==> src/rtl/vic_pkg.sv <==
package vic_pkg;
  localparam int LVL_W = 3;
  localparam int NUM_LVL = (1 << LVL_W) - 1;
  localparam int BYTE_W = 8;

  // control register image; reserved bits 7:6 are not stored
  typedef struct packed {
    logic             xin;   // bit 5: hand acknowledge to the module
    logic             ire;   // bit 4: request enable
    logic             irac;  // bit 3: drop enable on acknowledge
    logic [LVL_W-1:0] lvl;   // bits 2:0: software level
  } ctrl_t;

  localparam int CTRL_W = $bits(ctrl_t);
endpackage

==> src/rtl/vic_regs.sv <==
module vic_regs
  import vic_pkg::*;
#(
  parameter int NUM_SRC = 4,
  parameter int SRC_W   = $clog2(NUM_SRC)
) (
  input  logic                  clk,
  input  logic                  rst,
  input  logic                  wr_en,
  input  logic                  wr_is_vec,
  input  logic [SRC_W-1:0]      wr_src,
  input  logic [BYTE_W-1:0]     wr_data,
  input  logic                  clr_en,
  input  logic [SRC_W-1:0]      clr_src,
  input  logic [SRC_W-1:0]      rd_src,
  output logic [BYTE_W-1:0]     rd_vec,
  output ctrl_t [NUM_SRC-1:0]   ctrl_q
);
  logic [BYTE_W-1:0] vec_mem [NUM_SRC];
  logic ctrl_wr;

  assign ctrl_wr = wr_en && !wr_is_vec;

  // vector storage: no reset, written only by the port
  always_ff @(posedge clk) begin
    if (wr_en && wr_is_vec) vec_mem[wr_src] <= wr_data;
  end

  assign rd_vec = vec_mem[rd_src];

  // control registers: auto-clear first, a write at the same edge overrides
  always_ff @(posedge clk) begin
    if (rst) begin
      ctrl_q <= '0;
    end else begin
      if (clr_en) ctrl_q[clr_src].ire <= 1'b0;
      if (ctrl_wr) ctrl_q[wr_src] <= ctrl_t'(wr_data[CTRL_W-1:0]);
    end
  end

  for (genvar i = 0; i < NUM_SRC; i++) begin : g_chk

    autoclr_chk: assert property (@(posedge clk) disable iff (rst)
      (clr_en && clr_src == SRC_W'(i) && !(ctrl_wr && wr_src == SRC_W'(i)))
      |=> !ctrl_q[i].ire);
  end
endmodule

==> src/rtl/vic_level_map.sv <==
module vic_level_map
  import vic_pkg::*;
#(
  parameter int NUM_SRC = 4
) (
  input  logic                          clk,
  input  logic                          rst,
  input  ctrl_t [NUM_SRC-1:0]           ctrl_q,
  input  logic [NUM_SRC*LVL_W-1:0]      sw_lvl,
  input  logic [NUM_SRC-1:0]            mod_req,
  output logic [NUM_SRC-1:0][LVL_W-1:0] eff_lvl,
  output logic [NUM_SRC-1:0]            active,
  output logic [NUM_LVL-1:0]            irq_n
);
  logic [NUM_LVL-1:0] lvl_hit;

  for (genvar i = 0; i < NUM_SRC; i++) begin : g_src
    logic [LVL_W-1:0] sw;
    assign sw         = sw_lvl[i*LVL_W +: LVL_W];
    assign eff_lvl[i] = (sw == '0) ? ctrl_q[i].lvl : sw;
    assign active[i]  = mod_req[i] && ctrl_q[i].ire && (eff_lvl[i] != '0);
  end

  always_comb begin
    lvl_hit = '0;
    for (int k = 0; k < NUM_LVL; k++) begin
      for (int i = 0; i < NUM_SRC; i++) begin
        if (active[i] && eff_lvl[i] == LVL_W'(k + 1)) lvl_hit[k] = 1'b1;
      end
    end
  end

  always_ff @(posedge clk) begin
    if (rst) irq_n <= '1;
    else     irq_n <= ~lvl_hit;
  end


  idle_lines_chk: assert property (@(posedge clk) disable iff (rst)
    (active == '0) |=> (irq_n == '1));

  some_line_chk: assert property (@(posedge clk) disable iff (rst)
    (active != '0) |=> (irq_n != '1));
endmodule

==> src/rtl/vic_ack.sv <==
module vic_ack
  import vic_pkg::*;
#(
  parameter int NUM_SRC = 4,
  parameter int SRC_W   = $clog2(NUM_SRC)
) (
  input  logic                          clk,
  input  logic                          rst,
  input  ctrl_t [NUM_SRC-1:0]           ctrl_q,
  input  logic [NUM_SRC-1:0][LVL_W-1:0] eff_lvl,
  input  logic [NUM_SRC-1:0]            active,
  input  logic                          ack_strobe,
  input  logic [LVL_W-1:0]              ack_lvl,
  input  logic [BYTE_W-1:0]             rd_vec,
  output logic [SRC_W-1:0]              rd_src,
  output logic                          clr_en,
  output logic [SRC_W-1:0]              clr_src,
  output logic                          dtack,
  output logic [BYTE_W-1:0]             vec_out,
  output logic [NUM_SRC-1:0]            mod_ack,
  output logic                          ack_pass
);
  logic [NUM_SRC-1:0] elig;
  logic [SRC_W-1:0]   win;
  logic               found;
  logic               busy_q;
  logic               capture;

  for (genvar i = 0; i < NUM_SRC; i++) begin : g_elig
    assign elig[i] = active[i] && (eff_lvl[i] == ack_lvl);
  end

  // lowest index wins: scan from the top so the last hit is the lowest
  always_comb begin
    win   = '0;
    found = 1'b0;
    for (int i = NUM_SRC - 1; i >= 0; i--) begin
      if (elig[i]) begin
        win   = SRC_W'(i);
        found = 1'b1;
      end
    end
  end

  assign capture = ack_strobe && !busy_q;
  assign rd_src  = win;
  assign clr_src = win;
  assign clr_en  = capture && found && ctrl_q[win].irac;

  always_ff @(posedge clk) begin
    if (rst) begin
      busy_q   <= 1'b0;
      dtack    <= 1'b0;
      vec_out  <= '0;
      mod_ack  <= '0;
      ack_pass <= 1'b0;
    end else if (capture) begin
      busy_q <= 1'b1;
      if (!found) begin
        ack_pass <= 1'b1;
      end else if (ctrl_q[win].xin) begin
        mod_ack <= NUM_SRC'(1) << win;
      end else begin
        dtack   <= 1'b1;
        vec_out <= rd_vec;
      end
    end else if (!ack_strobe) begin
      busy_q   <= 1'b0;
      dtack    <= 1'b0;
      vec_out  <= '0;
      mod_ack  <= '0;
      ack_pass <= 1'b0;
    end
  end


  resp_excl_chk: assert property (@(posedge clk) disable iff (rst)
    $onehot0({dtack, (mod_ack != '0), ack_pass}));

  handoff_onehot_chk: assert property (@(posedge clk) disable iff (rst)
    $onehot0(mod_ack));

  release_chk: assert property (@(posedge clk) disable iff (rst)
    !ack_strobe |=> !(dtack || (mod_ack != '0) || ack_pass));

  hold_chk: assert property (@(posedge clk) disable iff (rst)
    (busy_q && ack_strobe) |=> $stable({dtack, vec_out, mod_ack, ack_pass}));

  dtack_cause_chk: assert property (@(posedge clk) disable iff (rst)
    $rose(dtack) |-> $past(ack_strobe));
endmodule

==> src/rtl/vec_irq_ctrl.sv <==
module vec_irq_ctrl
  import vic_pkg::*;
#(
  parameter int NUM_SRC = 4,
  parameter int SRC_W   = $clog2(NUM_SRC)
) (
  input  logic                     clk,
  input  logic                     rst,
  input  logic                     wr_en,
  input  logic                     wr_is_vec,
  input  logic [SRC_W-1:0]         wr_src,
  input  logic [7:0]               wr_data,
  input  logic [NUM_SRC-1:0]       mod_req,
  input  logic [NUM_SRC*3-1:0]     sw_lvl,
  input  logic                     ack_strobe,
  input  logic [2:0]               ack_lvl,
  output logic [6:0]               irq_n,
  output logic                     dtack,
  output logic [7:0]               vec_out,
  output logic [NUM_SRC-1:0]       mod_ack,
  output logic                     ack_pass
);
  ctrl_t [NUM_SRC-1:0]           ctrl_q;
  logic [NUM_SRC-1:0][LVL_W-1:0] eff_lvl;
  logic [NUM_SRC-1:0]            active;
  logic [SRC_W-1:0]              rd_src;
  logic [SRC_W-1:0]              clr_src;
  logic [BYTE_W-1:0]             rd_vec;
  logic                          clr_en;

  vic_regs #(.NUM_SRC(NUM_SRC), .SRC_W(SRC_W)) u_regs (
    .clk(clk), .rst(rst),
    .wr_en(wr_en), .wr_is_vec(wr_is_vec), .wr_src(wr_src), .wr_data(wr_data),
    .clr_en(clr_en), .clr_src(clr_src),
    .rd_src(rd_src), .rd_vec(rd_vec), .ctrl_q(ctrl_q)
  );

  vic_level_map #(.NUM_SRC(NUM_SRC)) u_map (
    .clk(clk), .rst(rst), .ctrl_q(ctrl_q), .sw_lvl(sw_lvl),
    .mod_req(mod_req), .eff_lvl(eff_lvl), .active(active), .irq_n(irq_n)
  );

  vic_ack #(.NUM_SRC(NUM_SRC), .SRC_W(SRC_W)) u_ack (
    .clk(clk), .rst(rst), .ctrl_q(ctrl_q), .eff_lvl(eff_lvl), .active(active),
    .ack_strobe(ack_strobe), .ack_lvl(ack_lvl), .rd_vec(rd_vec),
    .rd_src(rd_src), .clr_en(clr_en), .clr_src(clr_src),
    .dtack(dtack), .vec_out(vec_out), .mod_ack(mod_ack), .ack_pass(ack_pass)
  );
endmodule

==> config.mk <==
export PLATFORM = sky130hd
export DESIGN_NAME = vec_irq_ctrl
export DESIGN_NICKNAME = d
export VERILOG_FILES = /design/src/rtl/vic_pkg.sv /design/src/rtl/vic_regs.sv /design/src/rtl/vic_level_map.sv /design/src/rtl/vic_ack.sv /design/src/rtl/vec_irq_ctrl.sv
export SDC_FILE = /design/constraint.sdc
export NUM_CORES = 1
export LEC_CHECK = 0
export CAP_MARGIN = 0
export CORE_MARGIN = 1.5
export CORE_UTILIZATION = 51
export CTS_BUF_LIST = sky130_fd_sc_hd__clkbuf_2 sky130_fd_sc_hd__clkbuf_4 sky130_fd_sc_hd__clkbuf_8
export CTS_CLUSTER_DIAMETER = 200
export DETAILED_ROUTE_END_ITERATION = 6
export GPL_TIMING_DRIVEN = 0
export PLACE_DENSITY = 0.78
export SLEW_MARGIN = 40
export SYNTH_ARGS = -nofsm -noshare
export SYNTH_HDL_FRONTEND = slang
export SYNTH_SLANG_ARGS = --single-unit
==> constraint.sdc <==
create_clock -name clk -period 2.85 [get_ports clk]
set_input_delay 0.57 -clock clk [delete_from_list [all_inputs] [get_ports clk]]
set_output_delay 0.57 -clock clk [all_outputs]
set_load 0.05 [all_outputs]
# Word level (Yosys, flattened, before mapping)
# Memories as Yosys holds them, arrays and structs flattened.
# Index checks and enable logic that the tools add are counted.
# classes
magnitude_cmp,4
n_eq_ne,37
shift,1
muxes,68
bitwise,1
reduce_logical,60
# op_table
op,n
2-to-1 mux 24 bit,3
bitwise mux 24 bit,2
"equality test 3 bit, second input constant",16
logical AND 1 bit,47
2-to-1 mux 1 bit,41
2-to-1 mux 8 bit,4
demux 6 bit (select 2 bit),2
"equality test 3 x 2 -> 1 bit, second input constant",8
2-to-1 mux 4 bit,4
binary-select mux 6 bit (select 2 bit),1
"equality test 3 x 1 -> 1 bit, second input constant",4
equality test 3 bit,4
logical NOT 3 bit,4
2-to-1 mux 3 bit,4
2-to-1 mux 6 bit,2
nonzero test 3 bit,4
2-to-1 mux 2 bit,4
NOT 7 bit,1
"< comparator 2 x 3 -> 1 bit, second input constant",2
"inequality test 2 bit, second input constant",3
AND reduction 3 bit,2
2-to-1 mux 5 bit,1
">= comparator 2 x 1 -> 1 bit, second input constant",2
"inequality test 2 x 1 -> 1 bit, second input constant",2
other kinds (3),4
# totals
regBits,46
ramBits,32
in_bits,34
elab_cells,194
n_memories,1
# mem_list
memory,words,word_bits,read_ports,rd_ports_with_merged_regs,write_ports,line_no,source
u_regs.vec_mem,4,8,1,0,1,vic_regs.sv:19,logic [BYTE_W-1:0] vec_mem [NUM_SRC];

# Longest topological paths before layout
# Gate-level depths: netlist of the first run.
# depth
depth_word,18
ltp_mapped,11
depth_no_buf,7

# Cells and area by module
# A second synthesis of the first run with hierarchy kept.
# hier_totals
cells_unflattened,359
hier_area_um2,3945.0
# by_module_without_submodules
module,instances,cells_each,area_per_inst_um2,seq_area_each_um2
vic_regs,1,139,2103.3,1441.4
vic_ack,1,103,984.7,300.3
vic_level_map,1,117,857.1,140.1

# Worst setup path after synthesis of the first run
# No wires, ideal clock.
# synth_path
path_kind,input to register
start,input port sw_lvl[3]
end,register u_ack.dtack
arrival_ns,2.824
slack_ns,-0.089
path_stages,10
n_path_buf,3
path_cell_list,clkbuf_1 or3b_2 a211oi_1 nor4_4 o41a_1 o311a_1 buf_6 or2_1 buf_2 o21a_1
# synth_between
elab_chain_len,11
# synth_rtl
element,line_no,source
start: declaration,vec_irq_ctrl.sv:14,"input logic [NUM_SRC*3-1:0] sw_lvl,"
logical NOT 3 bit,vic_level_map.sv:20,assign eff_lvl[i] = (sw == '0) ? ctrl_q[i].lvl : sw;
2-to-1 mux 3 bit (*),vic_level_map.sv:20,
nonzero test 3 bit,vic_level_map.sv:21,assign active[i] = mod_req[i] && ctrl_q[i].ire && (eff_lvl[i] != '0);
logical AND 1 bit,vic_level_map.sv:21,
logical AND 1 bit (*),vic_ack.sv:30,assign elig[i] = active[i] && (eff_lvl[i] == ack_lvl);
2-to-1 mux 2 bit (2 in a row),vic_ack.sv:38,if (elig[i]) begin
binary-select mux 6 bit (select 2 bit),vic_ack.sv:61,end else if (ctrl_q[win].xin) begin
2-to-1 mux 6 bit,--,
inequality test 2 bit (no line),--,
AND reduction 3 bit (no line) (*),--,
end signal: assignment,vic_ack.sv:53,dtack <= 1'b0;
end signal: assignment,vic_ack.sv:64,dtack <= 1'b1;
end signal: assignment,vic_ack.sv:69,dtack <= 1'b0;
end: declaration,vic_ack.sv:18,"output logic dtack,"
# Mark *: on every way between the ends. The rest lies on a longest branch, timed or not. The select of a mux whose other input is x is not followed.
# A chain may end at the register's enable or synchronous reset.

# Worst setup path in the final report of the first run
# layout_path
start,input port sw_lvl[8]
end,register u_ack.dtack
# layout_between
elab_chain_len,12
# layout_rtl
element,line_no
logical NOT 3 bit,vic_level_map.sv:20
2-to-1 mux 3 bit (*),vic_level_map.sv:20
nonzero test 3 bit,vic_level_map.sv:21
logical AND 1 bit,vic_level_map.sv:21
logical AND 1 bit (*),vic_ack.sv:30
2-to-1 mux 2 bit (3 in a row),vic_ack.sv:38
binary-select mux 6 bit (select 2 bit),vic_ack.sv:61
2-to-1 mux 6 bit,--
inequality test 2 bit (no line),--
AND reduction 3 bit (no line) (*),--
# Marked as above.

==> results.ini, run 1 <==
[run_status]
status = finished, violations left
violations = negative setup slack

[clock_tree]
cts_buffers = 9
htree_levels = 3
cts_hold_buf = 0
root_buffer = clkbuf_8
cts.reportedPaths.clkPinSlew_ns = 0.08
clockBufferDepth = 2
cts_tree = yes
clkSinkCount = 78
clk_latency_ns = 0.36

[min_path]
min_to = u_ack.dtack$_SDFFE_PP0P_
hold_path_class = flip-flop to flip-flop
worstHoldPathCells = 1
min_from = u_ack.dtack$_SDFFE_PP0P_

[layout]
seqCellArea_sq_um = 1890
final_cells = 571
nets = 501
nFillCells = 554
drive_gt1_frac = 0.197
area.growth.synth_to_final_pct = 29.6
multi_input_area_sq_um = 2060
finalInstanceArea_sq_um = 5090
num_antenna_cells = 0

[run]
max_cap_violations = 0

[synthesis]
synth_fp_nets = 425
yosys.area.top_type = edfxtp_1
ys_async_sr_fraction = 0
ys_top_cells_by_area = edfxtp_1, dfxtp_1, mux2i_1
yosysSeqAreaShare = 0.479
synth.distinct_cells = 52
synth.cell_area_sq_um = 3930
ys_seq_elements = 78
synth_top_area_share = 0.245
synth-main-ff-cell = dfxtp_1
synth_edf_count = 32
syn_area_per_cell_sq_um = 10.0
syn_inst = 391
yosysWarningCount = 0

[floorplan]
start_util = 0.533
ios = 55
row_count = 31
dieArea_sq_um = 8240
coreArea_sq_um = 7370
die_w_um = 90.8
die_h_um = 90.8

[detailed_routing]
via_per_inst = 6.36
drt_iter0_drc = 453
drc = 0
drt-wirelength-per-cell_um = 19.6
vias = 3633
final_antenna_net_count = 0
firstDrtPassIters = 5
wl_um = 11200

[setup_path]
required_ns = 3.11
cpPeakStageDelay_ns = 0.52
r2r_slack_ns = 0.05
critical_path.max_fanout = 10
crit_arrival_ns = 3.12
timing.rr.end = u_ack.dtack$_SDFFE_PP0P_
reg2reg_depth = 11
crit_slowest_cell = clkdlybuf4s50_1
worst_r2r_startpoint = u_regs.ctrl_q[6]$_SDFFE_PP0P_
worstPathCellList = clkdlybuf4s50_1 > buf_4 > nor4_1 > a221oi_2 > and4_4 > nor3_2 > o311a_1 > buf_6 > or2_1 > buf_6 > o21a_1
end_kind = flip-flop
crit_type = input port to flip-flop
worst_setup_path_start_kind = input port
crit_path_frequent_cell = buf_6

[place]
io_buffers = 46
gp_congestion = 0.898
dp_hpwl_um = 7220
dp.cells = 536
place_area_sq_um = 4560

[grt]
gr-total-overflow = 0
grt_pass1_wl_um = 17300
grt_pass1_vias = 3426
grt_max_degree = 14
grt_usage = 0.268
antenna_found_initial = 0

[pwr]
p_leak_nw = 1.85
peakVddDrop_uv = 270
pwr_density_cell_nw_per_um2 = 449

[sta]
clock_skew_ns = 0.00898
final-setup-viol-count = 1
relSlewSlack = 0.463
fmax_mhz = 349
period_minus_slack_ns = 2.86
drv_slew = 0
period_share = 1.01
tightest_slew_ns = 0.799
hold_viol_final = 0
rsz0062_at_grt = yes
setup_ws_ns = -0.0147

synthesized netlist by cell type (2+ instances only):
cell type	instances
a221oi_1	4
a21oi_1	19
nand4_1	2
o22ai_1	8
nor3b_1	19
nand3_1	9
nand2_1	13
o21ai_0	7
dfxtp_1	46
o21a_1	3
buf_2	2
o31ai_1	9
a21boi_0	11
and4b_1	5
mux2i_1	25
clkbuf_1	22
o21bai_1	11
edfxtp_1	32
or2_2	7
nor2b_1	6
nor4_1	6
buf_6	3
nor4bb_1	3
a211oi_1	2
nor3_1	10
inv_1	7
nor2_1	45
and4_1	2
nand4bb_1	2
o211ai_1	5
nand2b_1	5
a21o_1	2
or4bb_1	3
or3b_2	2
and2_1	3
nand3b_1	2
o32ai_1	6
a222oi_1	9
cells by family (layout without fill, tap and decap cells):
family / Yosys count / after routing / share of synthesized area
DFF: 78 / 78 / 0.479
buffers and inverters: 34 / 115 / 0.0389
AOI/OAI and AO/OA: 105 / 105 / 0.196
muxes: 25 / 25 / 0.0637
and+or+nand+nor: 149 / 149 / 0.223
through the flow:
step | total power, mW | hold slack (ns) | utilization | setup slack [ns] | TNS (ns)
2_1_floorplan | 1.34 | 0.438 | - | 0.00841 | 0
3_3_place_gp | 1.42 | 0.448 | 0.615 | -0.947 | -12.98
3_5_place_dp | 1.43 | 0.454 | 0.618 | -1.04 | -15.04
4_1_cts | 2.26 | 0.472 | 0.673 | 0.00599 | 0
5_1_grt | 2.36 | 0.487 | 0.691 | -0.109 | -0.618
6_report | 2.28 | 0.465 | 0.691 | -0.0147 | -0.0147
cell usage in the layout, fill, tap and decap left out, types with 7 or more instances in the layout:
cell             instances
a21boi_0                 8
a21oi_1                 19
a222oi_1                 9
buf_4                   19
clkbuf_1                 9
clkbuf_8                12
clkdlybuf4s50_1         41
dfxtp_1                 43
edfxtp_1                32
inv_1                    7
mux2i_1                 24
nand2_1                 13
nand3_1                  9
nor2_1                  45
nor3b_1                 14
o21ai_0                  7
o21bai_1                11
o22ai_1                  8
o31ai_1                  9
or2_2                    7
critical path, delay by kind of cell:
family | cells | cell delay (ns)
compound gates | 3 | 0.85
buf+inv | 4 | 0.99
simple gates | 4 | 0.71
sequential cells by signal (all words and copies together), names as in the netlist:
| name | count |
|---|---|
| u_ack.ack_pass | 1 |
| u_ack.busy_q | 1 |
| u_ack.dtack | 1 |
| u_ack.mod_ack | 4 |
| u_ack.vec_out | 8 |
| u_map.irq_n | 7 |
| u_regs.ctrl_q | 24 |
| u_regs.vec_mem | 32 |
layer usage:
| layer | up-vias | part of all wire | GRT usage |
|---|---|---|---|
| li1 | 1656 | - | - |
| met1 | 1753 | 0.45 | 0.382 |
| met2 | 196 | 0.46 | 0.412 |
| met3 | 28 | 0.074 | 0.0337 |
| met4 | 0 | 0.022 | 0.104 |
| met5 | - | 0 | 0 |
report_power, final:
group | switching, mW | total [mW] | internal [mW]
registers | 0.0151 | 1.20 | 1.18
clock network | 0.413 | 0.839 | 0.426
logic | 0.139 | 0.245 | 0.106
total | 0.567 | 2.28 | 1.72
cell type report:
class                      instances  share of cell area
multi-input combinational        279               0.404
sequential                        78               0.371
timing repair buffer              65               0.118
buffer                            27              0.0393
clock buffer                      11              0.0273
tap                               99              0.0243
clock inverter                     5              0.0116
inverter                           7             0.00516
worst max-delay path by stage:
stage               startpoint                       endpoint  slack [ns]  depth (start not counted)
detailed placement  ack_lvl[0]  u_ack.vec_out[1]$_SDFFE_PP0P_       -1.04                         10
global placement    ack_lvl[0]  u_ack.vec_out[1]$_SDFFE_PP0P_       -0.95                         10
finish               sw_lvl[8]       u_ack.dtack$_SDFFE_PP0P_       -0.01                         11
floorplan            sw_lvl[3]       u_ack.dtack$_SDFFE_PP0P_       0.008                         10
CTS                  sw_lvl[6]       u_ack.dtack$_SDFFE_PP0P_       0.006                         11
global route         sw_lvl[8]       u_ack.dtack$_SDFFE_PP0P_       -0.11                         11
repair_timing:
| action | CTS | global route |
|---|---|---|
| endpoints found under the hold margin | 0 | 0 |
| setup endpoints to repair | 17 | 15 |
| gates resized for setup | 43 | 38 |
| pin swaps | 8 | 9 |
| gates cloned | 1 | 0 |
| setup buffers | 10 | 8 |
Power figures use the tool's default switching activity.
==> inputs of run 2 (changes only) <==
--- a/config.mk
+++ b/config.mk
@@ -6,7 +6,7 @@
 export NUM_CORES = 1
 export LEC_CHECK = 0
 export CAP_MARGIN = 0
-export CORE_MARGIN = 1.5
+export CORE_MARGIN = 10
 export CORE_UTILIZATION = 51
 export CTS_BUF_LIST = sky130_fd_sc_hd__clkbuf_2 sky130_fd_sc_hd__clkbuf_4 sky130_fd_sc_hd__clkbuf_8
 export CTS_CLUSTER_DIAMETER = 200
==> results.ini, run 2 (same netlist as run 1, synthesis figures left out) <==
[run]
max_cap_violations = 0  ; unchanged

[grt]
grt_max_degree = 15  ; +1
antenna_found_initial = 0  ; unchanged
grt_pass1_vias = 3228  ; -5.8%
gr-total-overflow = 0  ; unchanged
grt_pass1_wl_um = 16900  ; -2.5%
grt_usage = 0.183  ; -0.0847

[place]
dp_hpwl_um = 7490  ; +3.8%
dp.cells = 536  ; unchanged
io_buffers = 46  ; unchanged
dpl_worst_slack_ns = -1.09  ; -0.0505 ns
place_area_sq_um = 4560  ; unchanged
gp_congestion = 0.909  ; +1.3%

[layout]
top_regs = u_regs.vec_mem x32, u_regs.ctrl_q x24, u_ack.vec_out x8
nets = 492  ; -1.8%
layout.cells.most_common_list = nor2_1, dfxtp_1, clkdlybuf4s50_1
final_cells = 562  ; -1.6%
top_register = u_regs.vec_mem
layout_commonest_cell = nor2_1
multi_input_area_sq_um = 2070  ; +0.91%
num_antenna_cells = 0  ; unchanged
seqCellArea_sq_um = 1890  ; unchanged
area.growth.synth_to_final_pct = 27.5
largest_reg_flops = 32  ; unchanged
drive_gt1_frac = 0.188  ; -0.00913
finalInstanceArea_sq_um = 5010  ; -1.6%
nFillCells = 570  ; +2.9%

[setup_path]
crit_arrival_ns = 3.11  ; about the same
critical_path.max_fanout = 9  ; -1
end_kind = flip-flop
worst_setup_path_start_kind = input port
crit_type = input port to flip-flop
startpoint = sw_lvl[7]
r2r_slack_ns = 0.14  ; +0.09 ns
timing.rr.end = u_ack.dtack$_SDFFE_PP0P_
required_ns = 3.11  ; about the same
reg2reg_depth = 10  ; -1
worst_r2r_startpoint = u_regs.ctrl_q[0]$_SDFFE_PP0P_

[floorplan]
ios = 55  ; unchanged
die_h_um = 108  ; +19%
start_util = 0.533  ; unchanged
dieArea_sq_um = 11600  ; +41%
row_count = 31  ; unchanged
die_w_um = 108  ; +19%
coreArea_sq_um = 7370  ; unchanged

[sta]
relSlewSlack = 0.452  ; -0.0106
hold_viol_final = 0  ; unchanged
drv_slew = 0  ; unchanged
setup_ws_ns = 0.00194  ; +0.0166 ns
period_minus_slack_ns = 2.85  ; -0.0166 ns
clock_skew_ns = 0.0140  ; +0.00498 ns
fmax_mhz = 351  ; +0.58%
final-setup-viol-count = 0  ; -1
whs_ns = 0.473  ; +0.00795 ns
tightest_slew_ns = 0.817  ; +0.0181 ns
period_share = 0.999  ; -0.00583

[min_path]
min_from = u_ack.dtack$_SDFFE_PP0P_
hold_path_class = flip-flop to flip-flop
min_to = u_ack.dtack$_SDFFE_PP0P_
worstHoldPathCells = 1  ; unchanged

[clock_tree]
cts_tree = yes
root_buffer = clkbuf_8
cts.reportedPaths.clkPinSlew_ns = 0.08  ; about the same
clk_latency_ns = 0.36  ; about the same
clkSinkCount = 78  ; unchanged
htree_levels = 3  ; unchanged
cts_hold_buf = 0  ; unchanged
clockBufferDepth = 2  ; unchanged
cts_buffers = 9  ; unchanged

[detailed_routing]
final_antenna_net_count = 0  ; unchanged
via_per_inst = 6.23  ; -2.0%
firstDrtPassIters = 6  ; +1
vias = 3503  ; -3.6%
drc = 0  ; unchanged
wl_um = 11000  ; -1.9%
drt-wirelength-per-cell_um = 19.5  ; -0.32%
drt_iter0_drc = 294  ; -35%

[pwr]
pwr-share-seq = 0.543  ; +0.018
clkPwrFrac = 0.350  ; -0.017
p_sw_frac = 0.263  ; +0.0143
combPwrFrac = 0.107  ; about the same
intPower_mw = 1.63  ; -5.2%
p_total_mw = 2.21  ; -3.3%
switchingPower_mw = 0.580  ; +2.2%
pwr_density_cell_nw_per_um2 = 441  ; -1.8%
peakVddDrop_uv = 389  ; +44%
p_leak_nw = 1.79  ; -3.2%

[run_status]
status = completed

==> run 2: changes by cell type in the layout (fill, tap and decap cells not counted), sizes merged <==
cell | previous run | this run
buf | 27 | 19
clkbuf | 33 | 30
clkdlybuf4s50 | 41 | 39
dlymetal6s2s | 0 | 2
bufinv | 1 | 0
clkinv | 2 | 3
dlygate4sd2 | 2 | 3
inv | 8 | 9
==> run 2: repair_timing <==
| item | CTS | global route |
|---|---|---|
| gates resized for setup | 35 | 49 |
| endpoints found under the setup margin | 17 | 17 |
| pin swaps | 6 | 9 |
| gates cloned | 1 | 0 |
| buffers inserted | 6 | 4 |
==> run 2: stage by stage <==
stage	TNS [ns]	utilization
6_report	0	0.680
5_1_grt	-0.0417	0.680
3_5_place_dp	-14.92	0.618
4_1_cts	0	0.657
3_3_place_gp	-13.57	0.615
2_1_floorplan	0	-
==> run 2: power groups by stage <==
| stage | combinational [mW] | clock [mW] | sequential (mW) |
|---|---|---|---|
| 2_1_floorplan | 0.113 | 0 | 1.22 |
| 3_3_place_gp | 0.198 | 0 | 1.22 |
| 3_5_place_dp | 0.205 | 0 | 1.22 |
| 4_1_cts | 0.216 | 0.775 | 1.20 |
| 5_1_grt | 0.254 | 0.819 | 1.20 |
| 6_report | 0.235 | 0.773 | 1.20 |
==> run 2: critical path: stages <==
cell	delay [ns]
clkdlybuf4s50_1	0.43
buf_6	0.15
nor4_1	0.42
a221oi_2	0.13
and4_4	0.21
o41a_1	0.41
o311a_1	0.14
buf_6	0.12
or2_1	0.22
buf_6	0.14
o21a_1	0.16
==> run 2: worst max path at each step <==
stage                                          endpoint  slack [ns]  cells after the start
after floorplan                u_ack.dtack$_SDFFE_PP0P_       0.008                     10
final                          u_ack.dtack$_SDFFE_PP0P_       0.002                     11
after CTS                      u_ack.dtack$_SDFFE_PP0P_       0.006                     11
after detailed placement  u_ack.vec_out[1]$_SDFFE_PP0P_       -1.09                     10
after global routing           u_ack.dtack$_SDFFE_PP0P_       -0.04                     11
after global placement    u_ack.vec_out[0]$_SDFFE_PP0P_       -0.99                     10
==> run 2: layout make-up <==
| class | count | area share |
|---|---|---|
| flip-flops and latches | 78 | 0.377 |
| clock inverters | 6 | 0.00849 |
| inverters | 7 | 0.00525 |
| plain buffers | 27 | 0.0377 |
| multi-input cells | 279 | 0.414 |
| clock buffers | 10 | 0.0275 |
| repair buffers | 56 | 0.105 |
| well taps | 99 | 0.0247 |
==> run 2: routing by layer <==
layer | GRT usage | part of all wire
met5 | 0 | 0
met4 | 0.0582 | 0.021
met3 | 0.0497 | 0.096
met2 | 0.265 | 0.44
met1 | 0.257 | 0.44
